===== config.mk =====
export PLATFORM = sky130hd
export DESIGN_NAME = lcd_segment_driver
export DESIGN_NICKNAME = d
export VERILOG_FILES = /design/src/rtl/lcd_drv_pkg.sv /design/src/rtl/lcd_drv_digit.sv /design/src/rtl/lcd_drv_ctrl.sv /design/src/rtl/lcd_drv_data.sv /design/src/rtl/lcd_segment_driver.sv
export SDC_FILE = /design/constraint.sdc
export NUM_CORES = 1
export LEC_CHECK = 0
export BUFFER_PORTS_ARGS = -buffer_cell sky130_fd_sc_hd__buf_2
export CORE_MARGIN = 2
export CORE_UTILIZATION = 56
export DETAILED_ROUTE_END_ITERATION = 6
export MAX_ROUTING_LAYER = met4
export PLACE_DENSITY = 0.89
export REMOVE_ABC_BUFFERS = 1
export SYNTH_ARGS = -nofsm -noshare
export SYNTH_HDL_FRONTEND = slang
export SYNTH_SLANG_ARGS = --single-unit

===== constraint.sdc =====
create_clock -name clk -period 2.1 [get_ports clk]
set_clock_uncertainty 0.2 [all_clocks]
set_input_delay 0.315 -clock clk [delete_from_list [all_inputs] [get_ports clk]]
set_output_delay 0.315 -clock clk [all_outputs]
set_load 0.01 [all_outputs]

===== src/rtl/lcd_drv_pkg.sv =====
package lcd_drv_pkg;
  localparam int LowDigits = 3;
  localparam int SegPerDigit = 7;
  localparam int LowSegs = LowDigits * SegPerDigit;
  localparam int TotalLines = LowSegs + 2;

  typedef struct packed {
    logic capture;  // backplane is about to toggle: take new reading
    logic phase;    // present backplane level
  } lcdStrobe_t;
endpackage


===== src/rtl/lcd_drv_digit.sv =====
module lcd_drv_digit (
  input  logic [3:0] code,
  input  logic       blank,
  output logic [6:0] seg
);
  always_comb begin
    unique case (code)
      4'd0: seg = 7'h3F;
      4'd1: seg = 7'h06;
      4'd2: seg = 7'h5B;
      4'd3: seg = 7'h4F;
      4'd4: seg = 7'h66;
      4'd5: seg = 7'h6D;
      4'd6: seg = 7'h7D;
      4'd7: seg = 7'h07;
      4'd8: seg = 7'h7F;
      4'd9: seg = 7'h6F;
      default: seg = 7'h00;  // codes 10..15 show nothing
    endcase
    if (blank) seg = 7'h00;
  end
endmodule


===== src/rtl/lcd_drv_ctrl.sv =====
module lcd_drv_ctrl
  import lcd_drv_pkg::*;
#(
  parameter int DIV = 800
) (
  input  logic       clk,
  input  logic       rstN,
  output lcdStrobe_t strb
);
  localparam int Half = DIV / 2;
  localparam int CntW = (Half > 1) ? $clog2(Half) : 1;
  localparam logic [CntW-1:0] LastCnt = CntW'(Half - 1);

  logic [CntW-1:0] cnt;
  logic            bpQ;
  logic            wrap;

  assign wrap = (cnt == LastCnt);

  always_ff @(posedge clk or negedge rstN) begin
    if (!rstN) begin
      cnt <= '0;
      bpQ <= 1'b0;
    end else if (wrap) begin
      cnt <= '0;
      bpQ <= ~bpQ;
    end else begin
      cnt <= cnt + 1'b1;
    end
  end

  assign strb.capture = wrap;
  assign strb.phase   = bpQ;

  always_comb begin
    if (rstN) assert_count_range_R1: assert (cnt <= LastCnt);
  end

  assert_toggle_on_wrap_R1: assert property (@(posedge clk) disable iff (!rstN)
    !$stable(bpQ) |-> ($past(cnt) == LastCnt));
endmodule


===== src/rtl/lcd_drv_data.sv =====
module lcd_drv_data
  import lcd_drv_pkg::*;
(
  input  logic                    clk,
  input  logic                    rstN,
  input  lcdStrobe_t              strb,
  input  logic [LowDigits*4-1:0]  lowBcd,
  input  logic                    thousandBit,
  input  logic                    negative,
  input  logic                    overrange,
  input  logic                    lampTest,
  output logic [TotalLines-1:0]   lines
);
  logic [LowDigits-1:0][SegPerDigit-1:0] lowSeg;
  logic [TotalLines-1:0] litNext;
  logic [TotalLines-1:0] litQ;
  logic                  testQ;

  for (genvar d = 0; d < LowDigits; d++) begin : g_digit
    lcd_drv_digit u_digit (
      .code  (lowBcd[d*4 +: 4]),
      .blank (overrange),
      .seg   (lowSeg[d])
    );
  end

  assign litNext = {negative, thousandBit, lowSeg};

  always_ff @(posedge clk or negedge rstN) begin
    if (!rstN) begin
      litQ  <= '0;
      testQ <= 1'b0;
    end else if (strb.capture) begin
      litQ  <= litNext;
      testQ <= lampTest;
    end
  end

  always_comb begin
    if (testQ) lines = '1;
    else       lines = litQ ^ {TotalLines{strb.phase}};
  end

  assert_no_midphase_change_R9: assert property (@(posedge clk) disable iff (!rstN)
    !$stable(lines) |-> !$stable(strb.phase));

  assert_overrange_blank_R7: assert property (@(posedge clk) disable iff (!rstN)
    (strb.capture && overrange && !lampTest) |=>
      (lines[LowSegs-1:0] == {LowSegs{strb.phase}}));

  assert_lamp_all_high_R8: assert property (@(posedge clk) disable iff (!rstN)
    (strb.capture && lampTest) |=> (&lines));

  assert_lamp_static_R8: assert property (@(posedge clk) disable iff (!rstN)
    (testQ && $past(testQ)) |-> $stable(lines));
endmodule


===== src/rtl/lcd_segment_driver.sv =====
module lcd_segment_driver
  import lcd_drv_pkg::*;
#(
  parameter int DIV = 800
) (
  input  logic       clk,
  input  logic       rstN,
  input  logic [3:0] onesBcd,
  input  logic [3:0] tensBcd,
  input  logic [3:0] hundredsBcd,
  input  logic       thousandBit,
  input  logic       negative,
  input  logic       overrange,
  input  logic       lampTest,
  output logic [6:0] onesSeg,
  output logic [6:0] tensSeg,
  output logic [6:0] hundredsSeg,
  output logic       thousandSeg,
  output logic       signSeg,
  output logic       backplane
);
  lcdStrobe_t            strb;
  logic [TotalLines-1:0] lines;

  lcd_drv_ctrl #(.DIV(DIV)) u_ctrl (
    .clk  (clk),
    .rstN (rstN),
    .strb (strb)
  );

  lcd_drv_data u_data (
    .clk         (clk),
    .rstN        (rstN),
    .strb        (strb),
    .lowBcd      ({hundredsBcd, tensBcd, onesBcd}),
    .thousandBit (thousandBit),
    .negative    (negative),
    .overrange   (overrange),
    .lampTest    (lampTest),
    .lines       (lines)
  );

  assign onesSeg     = lines[6:0];
  assign tensSeg     = lines[13:7];
  assign hundredsSeg = lines[20:14];
  assign thousandSeg = lines[21];
  assign signSeg     = lines[22];
  assign backplane   = strb.phase;
endmodule


==> results of run 1 <==
[power by group through the flow]
| stage | clock, mW | combinational, mW | sequential [mW] |
|---|---|---|---|
| 2_1_floorplan | 0 | 0.0950 | 0.674 |
| 3_3_place_gp | 0 | 0.164 | 0.676 |
| 3_5_place_dp | 0 | 0.169 | 0.676 |
| 4_1_cts | 0.604 | 0.171 | 0.664 |
| 5_1_grt | 0.629 | 0.192 | 0.664 |
| 6_report | 0.600 | 0.169 | 0.664 |
[state kept, by name, summed over array words and instances (netlist names)]
name	cells
u_ctrl.bpQ	1
u_data.testQ	1
u_ctrl.cnt	9
u_data.litQ	23
[layer usage]
metal	vias up	share of wire	GRT usage	wire, um
met4	0	0.012	0.06250	51
met5	-	0	-	0
li1	866	-	-	-
met1	814	0.43	0.2397	1766
met3	4	0.038	0.04441	155
met2	33	0.52	0.3664	2137
[worst max-delay path: stages (launching register included)]
cell	delay, ps
sky130_fd_sc_hd__dfrtp_1	390
sky130_fd_sc_hd__ha_1	230
sky130_fd_sc_hd__and3_2	270
sky130_fd_sc_hd__nand3_4	200
sky130_fd_sc_hd__buf_4	250
sky130_fd_sc_hd__a22o_1	240
[layout make-up]
| cell class | count | area, um^2 | share of cell area |
|---|---|---|---|
| clock buffers | 6 | 82.58 | 0.03144 |
| inverters | 16 | 60.06 | 0.02287 |
| flip-flops and latches | 34 | 850.8 | 0.3240 |
| repair buffers | 46 | 245.2 | 0.09338 |
| well taps | 50 | 62.56 | 0.02382 |
| multi-input cells | 167 | 1295 | 0.4931 |
| clock inverters | 1 | 30.03 | 0.01143 |
[placed cells by master, fill, tap and decap left out, drive strengths merged, types with 2 or more instances in the layout]
cell type,Yosys,final
a31oi,4,4
mux2i,2,2
clkbuf,3,6
nand2b,24,24
nand2,14,14
inv,16,16
ha,16,16
xnor2,29,29
a22o,12,12
a22oi,3,3
buf,10,45
nand3,5,5
o22ai,12,12
xor2,3,3
nand4,3,3
dfrtp,34,34
a21oi,11,11
mux2,3,3
o31ai,9,9
nor2,10,10
[stage by stage]
step	std cells	area, um^2	worst slack [ps]	hold slack [ps]
2_1_floorplan	217	2206	244.1	-180.6
3_3_place_gp	312	2504	295.2	199.9
3_5_place_dp	312	2504	207.8	209.6
4_1_cts	320	2626	197.0	64.76
5_1_grt	320	2626	94.43	63.68
6_report	320	2626	211.7	69.37
[cell usage after synthesis]
master and count:
sky130_fd_sc_hd__dfrtp_1 34, sky130_fd_sc_hd__xnor2_1 29, sky130_fd_sc_hd__nand2b_1 24, sky130_fd_sc_hd__ha_1 16, sky130_fd_sc_hd__inv_1 15, sky130_fd_sc_hd__nand2_1 14
sky130_fd_sc_hd__a22o_1 12, sky130_fd_sc_hd__o22ai_1 12, sky130_fd_sc_hd__a21oi_1 11, sky130_fd_sc_hd__nor2_1 10, sky130_fd_sc_hd__o31ai_2 9, sky130_fd_sc_hd__buf_2 7
sky130_fd_sc_hd__a31oi_1 4, sky130_fd_sc_hd__nand3_1 4, sky130_fd_sc_hd__a22oi_1 3, sky130_fd_sc_hd__buf_6 3, sky130_fd_sc_hd__clkbuf_1 3, sky130_fd_sc_hd__mux2_2 3
sky130_fd_sc_hd__nand4_1 3, sky130_fd_sc_hd__xor2_1 3, sky130_fd_sc_hd__mux2i_1 2, sky130_fd_sc_hd__a21boi_0 1, sky130_fd_sc_hd__and3_2 1, sky130_fd_sc_hd__and4bb_4 1
sky130_fd_sc_hd__inv_2 1, sky130_fd_sc_hd__nand3_4 1, sky130_fd_sc_hd__nor3b_4 1, sky130_fd_sc_hd__o21a_1 1, sky130_fd_sc_hd__o21ai_0 1, sky130_fd_sc_hd__or3_1 1
[final timing paths]
kind | endpoint | slack [ps] | cells past startpoint
setup reg to reg | u_data.litQ[10]$_DFFE_PN0N_ | 210 | 5
min in group asynchronous | u_ctrl.bpQ$_DFFE_PN0N_ | 420 | 2
max in group asynchronous | u_ctrl.cnt[1]$_DFF_PN0_ | 820 | 2
hold reg to reg | u_ctrl.cnt[0]$_DFF_PN0_ | 300 | 1
hold / removal | u_data.testQ$_DFFE_PN0N_ | 70 | 2
setup / recovery | u_data.litQ[10]$_DFFE_PN0N_ | 210 | 5
[timing repair]
item                       CTS  global route
setup endpoints to repair    0             0
setup buffers                0             0
hold buffers                 1             0
hold endpoints to repair    34             0
[kinds of logic after synthesis]
| kind of cell | count (synthesis) | share of synthesized area |
|---|---|---|
| mux | 5 | 0.02354 |
| fa+ha+maj | 16 | 0.08757 |
| xor+xnor | 32 | 0.1226 |
| flops | 34 | 0.3722 |
| simple gates | 60 | 0.1511 |
| buf+inv | 29 | 0.06130 |
| compound gates | 54 | 0.1817 |
==> summary.txt, run 1 <==
====================================================================================
Skew-Pair Late Insertion Delay ........................................       280 ps
Net Switching .........................................................    0.3257 mW
Remaining DRCs ........................................................            0
Fraction of synthesized cell area taken by the top area cell type .....       0.3722
#FFs+latches synth ....................................................           34
Area added between synthesis and finish ...............................       14.89%
Worst Path Arrival ....................................................      1860 ps
Final net count .......................................................          304
Peak ir drop on the vdd network .......................................     224.9 uV
Clock root cell ....................................................... sky130_fd_sc_hd__clkbuf_8
Data required, critical path ..........................................      2070 ps
Design Power ..........................................................     1.433 mW
RSZ-0062 raised after global routing ..................................        false
Clock network fraction of design power ................................        0.419
ANT nets after route ..................................................            0
Critical hold path startpoint .........................................     lampTest
Number of antenna repair diodes .......................................            0
CP startpoint kind ....................................................    flip-flop
Inserted Clock Buffers ................................................            5
First-pass GRT wire length ............................................      7017 um
Initial standard-cell utilization of the core .........................       0.5756
Post-synth top area cell .............................................. sky130_fd_sc_hd__dfrtp_1
Leakage component of the power ........................................     1.211 nW
First-iteration detailed-routing DRC count ............................           71
Vias post-DR ..........................................................         1717
H-tree level count ....................................................            2
Synth warn ............................................................            0
Chip Height ...........................................................     67.89 um
Max frequency .........................................................    529.6 MHz
Internal Dissipation ..................................................     1.107 mW
Transition time of the tightest slew-check pin ........................     717.8 ps
Switching Share .......................................................       0.2273
Total global routing track utilization ................................       0.2085
Detail-routed net length per standard cell ............................     12.85 um
Total overflow reported by the global router ..........................            0
Row Count .............................................................           23
Startpoint of the most critical register-to-register path ............. u_ctrl.cnt[0]$_DFF_PN0_
Die Width .............................................................     67.89 um
Leading cell types by total area after synthesis ...................... sky130_fd_sc_hd__dfrtp_1 (37%), sky130_fd_sc_hd__xnor2_1 (11%), sky130_fd_sc_hd__ha_1 (8.8%)
TritonCTS clock tree ..................................................         done
Tmin final ............................................................      1888 ps
Ports .................................................................           42
Quantity of gates resized following cts ...............................            0
Count of pins over their slew limit ...................................            0
Final Routed Wirelength ...............................................      4111 um
Sum of net half-perimeters after detailed placement ...................      3107 um
Launching element of the worst setup path ............................. u_ctrl.cnt[0]$_DFF_PN0_
Fraction of layout instances using a drive strength above 1 ...........       0.2556
Category of the most critical setup path ..............................      reg2reg
Number of violations of the max-capacitance limit .....................            0
Post-synthesis cell type count ........................................           30
CP max FO .............................................................           15
Power density over the cells .......................................... 545.6 nW/um^2
Total of endpoints with negative setup slack in the final report ......            0
Total Die Area ........................................................    4609 um^2
Outcome ............................................................... finished, final reports clean
Final-layout fill cell count ..........................................          321
Weighted congestion at the end of routability-driven global placement .       0.8804
Share of power burned in combinational logic ..........................        0.118
Util after Layout .....................................................       0.6613
Final count of hold timing violations .................................            0
CTS clock-pin slew for the worst setup and hold paths .................        70 ps
Clock Sinks ...........................................................           34
Number of buffers on the longest clock path ...........................            2
Min-delay worst type ..................................................       in2reg
Remaining max-slew budget at the tightest pin .........................       0.5215
Post-Synthesis Cell Area ..............................................    2286 um^2
Core area .............................................................    3971 um^2
Gate count after technology mapping ...................................          230
Vias/cell .............................................................        5.366
Average cell area after synthesis .....................................   9.939 um^2
Endpoint type of the worst setup path .................................    flip-flop
Vias in the first global route ........................................         1608
Aggregate negative setup slack ........................................         0 ps
Share of the cycle needed by the critical path after routing ..........       0.8992
Antenna violations before repair ......................................            0
Proportion of synthesized chip area in sequential cells ...............       0.3722
Pin count of the biggest net entering global routing ..................           35
First-pass DRT Iterations .............................................            4
Count of input and output buffers .....................................           41
Sequential share of power .............................................        0.463
====================================================================================
(Power assumes the default switching activity.)
==> run 2: changes to the inputs <==
==> constraint.sdc (replaced) <==
create_clock -name clk -period 2.1 [get_ports clk]
set_clock_uncertainty 0.2 [all_clocks]
set_input_delay 0.21 -clock clk [delete_from_list [all_inputs] [get_ports clk]]
set_output_delay 0.21 -clock clk [all_outputs]
set_load 0.01 [all_outputs]
==> run 2 against run 1 <==
Effect of this change: via count rose by 0.76%; wire length up 1.0%; hold slack improved by 73 ps; core utilization is 0.76 points higher; sequential cell count unchanged; clock-buffer cell count stayed put; worst setup slack improved by 0.95 ps; cell count is 0.94% higher; maximum frequency barely moved; register-to-register slack is essentially flat; clock power is essentially flat; largest cell class unchanged.
==> summary.txt, run 2 (synthesis results as in run 1) <==
====================================================================================
Critical path endpoint ................................................ u_data.litQ[10]$_DFFE_PN0N_
Row Count .............................................................           23   unchanged
Core area .............................................................    3971 um^2   unchanged
Share of the cycle needed by the critical path after routing ..........       0.8987   about the same
Power density over the cells .......................................... 541.0 nW/um^2   -0.83%
Leakage component of the power ........................................     1.224 nW   +1.0%
Vias in the first global route ........................................         1626   +1.1%
Skew-Pair Late Insertion Delay ........................................       280 ps   about the same
Initial standard-cell utilization of the core .........................       0.5756   unchanged
Inserted Clock Buffers ................................................            5   unchanged
Max FFs per register ..................................................           23   unchanged
Post-layout instance area .............................................    2656 um^2   +1.1%
Vias/cell .............................................................        5.356   -0.18%
Final count of hold timing violations .................................            0   unchanged
Area added between synthesis and finish ...............................       16.20%
Vias post-DR ..........................................................         1730   +0.76%
CP max FO .............................................................           15   unchanged
Min-delay worst type ..................................................       in2reg
Final Routed Wirelength ...............................................      4153 um   +1.0%
TritonCTS clock tree ..................................................         done
Total global routing track utilization ................................       0.2107   +0.002168
Endpoint type of the worst setup path .................................    flip-flop
Die Width .............................................................     67.89 um   unchanged
Remaining DRCs ........................................................            0   unchanged
First-pass GRT wire length ............................................      7079 um   +0.88%
Registers with the highest flip-flop counts ........................... u_data.litQ: 23 flops, u_ctrl.cnt: 9 flops
FF-to-FF End .......................................................... u_data.litQ[10]$_DFFE_PN0N_
Tmin final ............................................................      1887 ps   -0.9470 ps
Leading cell type in the layout, fill and taps excluded ............... sky130_fd_sc_hd__buf_2
Outcome ............................................................... finished, final reports clean
CTS clock-pin slew for the worst setup and hold paths .................        70 ps   about the same
Cell count of the worst hold path .....................................            3   +1
Number of cell instances on the worst register-to-register path .......            5   unchanged
Max frequency .........................................................    529.8 MHz   about the same
ANT nets after route ..................................................            0   unchanged
Antenna violations before repair ......................................            0   unchanged
Peak ir drop on the vdd network .......................................     224.9 uV   about the same
Remaining max-slew budget at the tightest pin .........................       0.5218   about the same
Count of input and output buffers .....................................           41   unchanged
Number of antenna repair diodes .......................................            0   unchanged
Startpoint of the most critical register-to-register path ............. u_ctrl.cnt[0]$_DFF_PN0_
Final critical-path setup slack .......................................     212.6 ps   +0.9470 ps
Detail-routed net length per standard cell ............................     12.86 um   about the same
Count of pins over their slew limit ...................................            0   unchanged
Category of the most critical setup path ..............................      reg2reg
Fraction of layout instances using a drive strength above 1 ...........       0.2527   -0.002808
Clock root cell ....................................................... sky130_fd_sc_hd__clkbuf_8
First-pass DRT Iterations .............................................            4   unchanged
Total overflow reported by the global router ..........................            0   unchanged
Register containing the most flip-flops in the final layout ...........  u_data.litQ
Total of endpoints with negative setup slack in the final report ......            0   unchanged
Final-layout fill cell count ..........................................          317   -1.2%
Launching element of the worst setup path ............................. u_ctrl.cnt[0]$_DFF_PN0_
Count of placed standard cells including taps .........................          312   unchanged
Weighted congestion at the end of routability-driven global placement .       0.8804   unchanged
Worst Path Arrival ....................................................      1860 ps   about the same
Chip Height ...........................................................     67.89 um   unchanged
Util after Layout .....................................................       0.6689   +0.007561
Clock Sinks ...........................................................           34   unchanged
Sum of net half-perimeters after detailed placement ...................      3107 um   unchanged
RSZ-0062 raised after global routing ..................................        false
Final net count .......................................................          307   +0.99%
Number of violations of the max-capacitance limit .....................            0   unchanged
Ports .................................................................           42   unchanged
Setup bufs post-CTS ...................................................            0   unchanged
First-iteration detailed-routing DRC count ............................           84   +18%
Pin count of the biggest net entering global routing ..................           35   unchanged
CP startpoint kind ....................................................    flip-flop
Most used cells in the layout excluding fill and tap cells ............ sky130_fd_sc_hd__buf_2 (41), sky130_fd_sc_hd__dfrtp_1 (34), sky130_fd_sc_hd__xnor2_1 (29)
Total Die Area ........................................................    4609 um^2   unchanged
H-tree level count ....................................................            2   unchanged
Worst setup timing slack at the placement stage .......................     207.8 ps   unchanged
Placed standard-cell area .............................................    2504 um^2   unchanged
Number of buffers on the longest clock path ...........................            2   unchanged
Setup slack on the worst flop-to-flop path ............................       210 ps   about the same
Transition time of the tightest slew-check pin ........................     717.3 ps   -0.5093 ps
Aggregate negative setup slack ........................................         0 ps   unchanged
Data required, critical path ..........................................      2070 ps   about the same
Finished Layout Cells .................................................          323   +0.94%
====================================================================================
[run 2: changes by cell type in the layout (fill, tap and decap cells not counted)]
cell and change:
sky130_fd_sc_hd__dlygate4sd3_1 +3
[run 2: stage by stage]
stage	hold WS (ps)	power (mW)
after detailed placement	104.6	0.8449
after CTS	134.7	1.443
after global placement	94.86	0.8398
after floorplan	-285.6	0.7689
final	141.9	1.437
after global routing	173.6	1.490
[run 2: power by group]
group	internal, mW	total (mW)	switching (mW)	leakage (nW)
logic	0.0737	0.174	0.0999	0.760
clock network	0.379	0.600	0.220	0.0573
registers	0.658	0.664	0.00623	0.407
total	1.11	1.44	0.326	1.22
[run 2: area by class of cell]
cell class / instances / area (um^2) / share of cell area
Inverter: 16 / 60.06 / 0.02261
Tap cell: 50 / 62.56 / 0.02355
Clock inverter: 1 / 30.03 / 0.01130
Timing Repair Buffer: 49 / 275.3 / 0.1036
Multi-Input combinational cell: 167 / 1295 / 0.4875
Sequential cell: 34 / 850.8 / 0.3203
Clock buffer: 6 / 82.58 / 0.03109
[run 2: how the worst min path moves through the flow]
| stage | startpoint | to | slack (ps) |
|---|---|---|---|
| 2_1_floorplan | rstN | u_ctrl.bpQ$_DFFE_PN0N_ | -290 |
| 3_3_place_gp | rstN | u_ctrl.cnt[5]$_DFF_PN0_ | 90 |
| 3_5_place_dp | rstN | u_ctrl.cnt[5]$_DFF_PN0_ | 100 |
| 4_1_cts | hundredsBcd[2] | u_data.litQ[19]$_DFFE_PN0N_ | 130 |
| 5_1_grt | hundredsBcd[2] | u_data.litQ[20]$_DFFE_PN0N_ | 170 |
| 6_report | tensBcd[2] | u_data.litQ[7]$_DFFE_PN0N_ | 140 |
[run 2: layer usage]
metal	part of all wire	track usage	vias up	wire length (um)
li1	-	-	872	-
met5	0	-	-	0
met4	0.012	0.06250	0	51
met3	0.036	0.04441	4	150
met1	0.43	0.2397	821	1778
met2	0.52	0.3738	33	2172
[run 2: repair_timing]
action                                 4_1_cts  5_1_grt
endpoints found under the hold margin       37        0
resized for setup                            0        0
hold buffers                                 4        0
[run 2: critical path, cell delays in order, from the launching register on]
cell	delay (ps)
sky130_fd_sc_hd__dfrtp_1	390
sky130_fd_sc_hd__ha_1	230
sky130_fd_sc_hd__and3_2	270
sky130_fd_sc_hd__nand3_4	200
sky130_fd_sc_hd__buf_4	250
sky130_fd_sc_hd__a22o_1	240
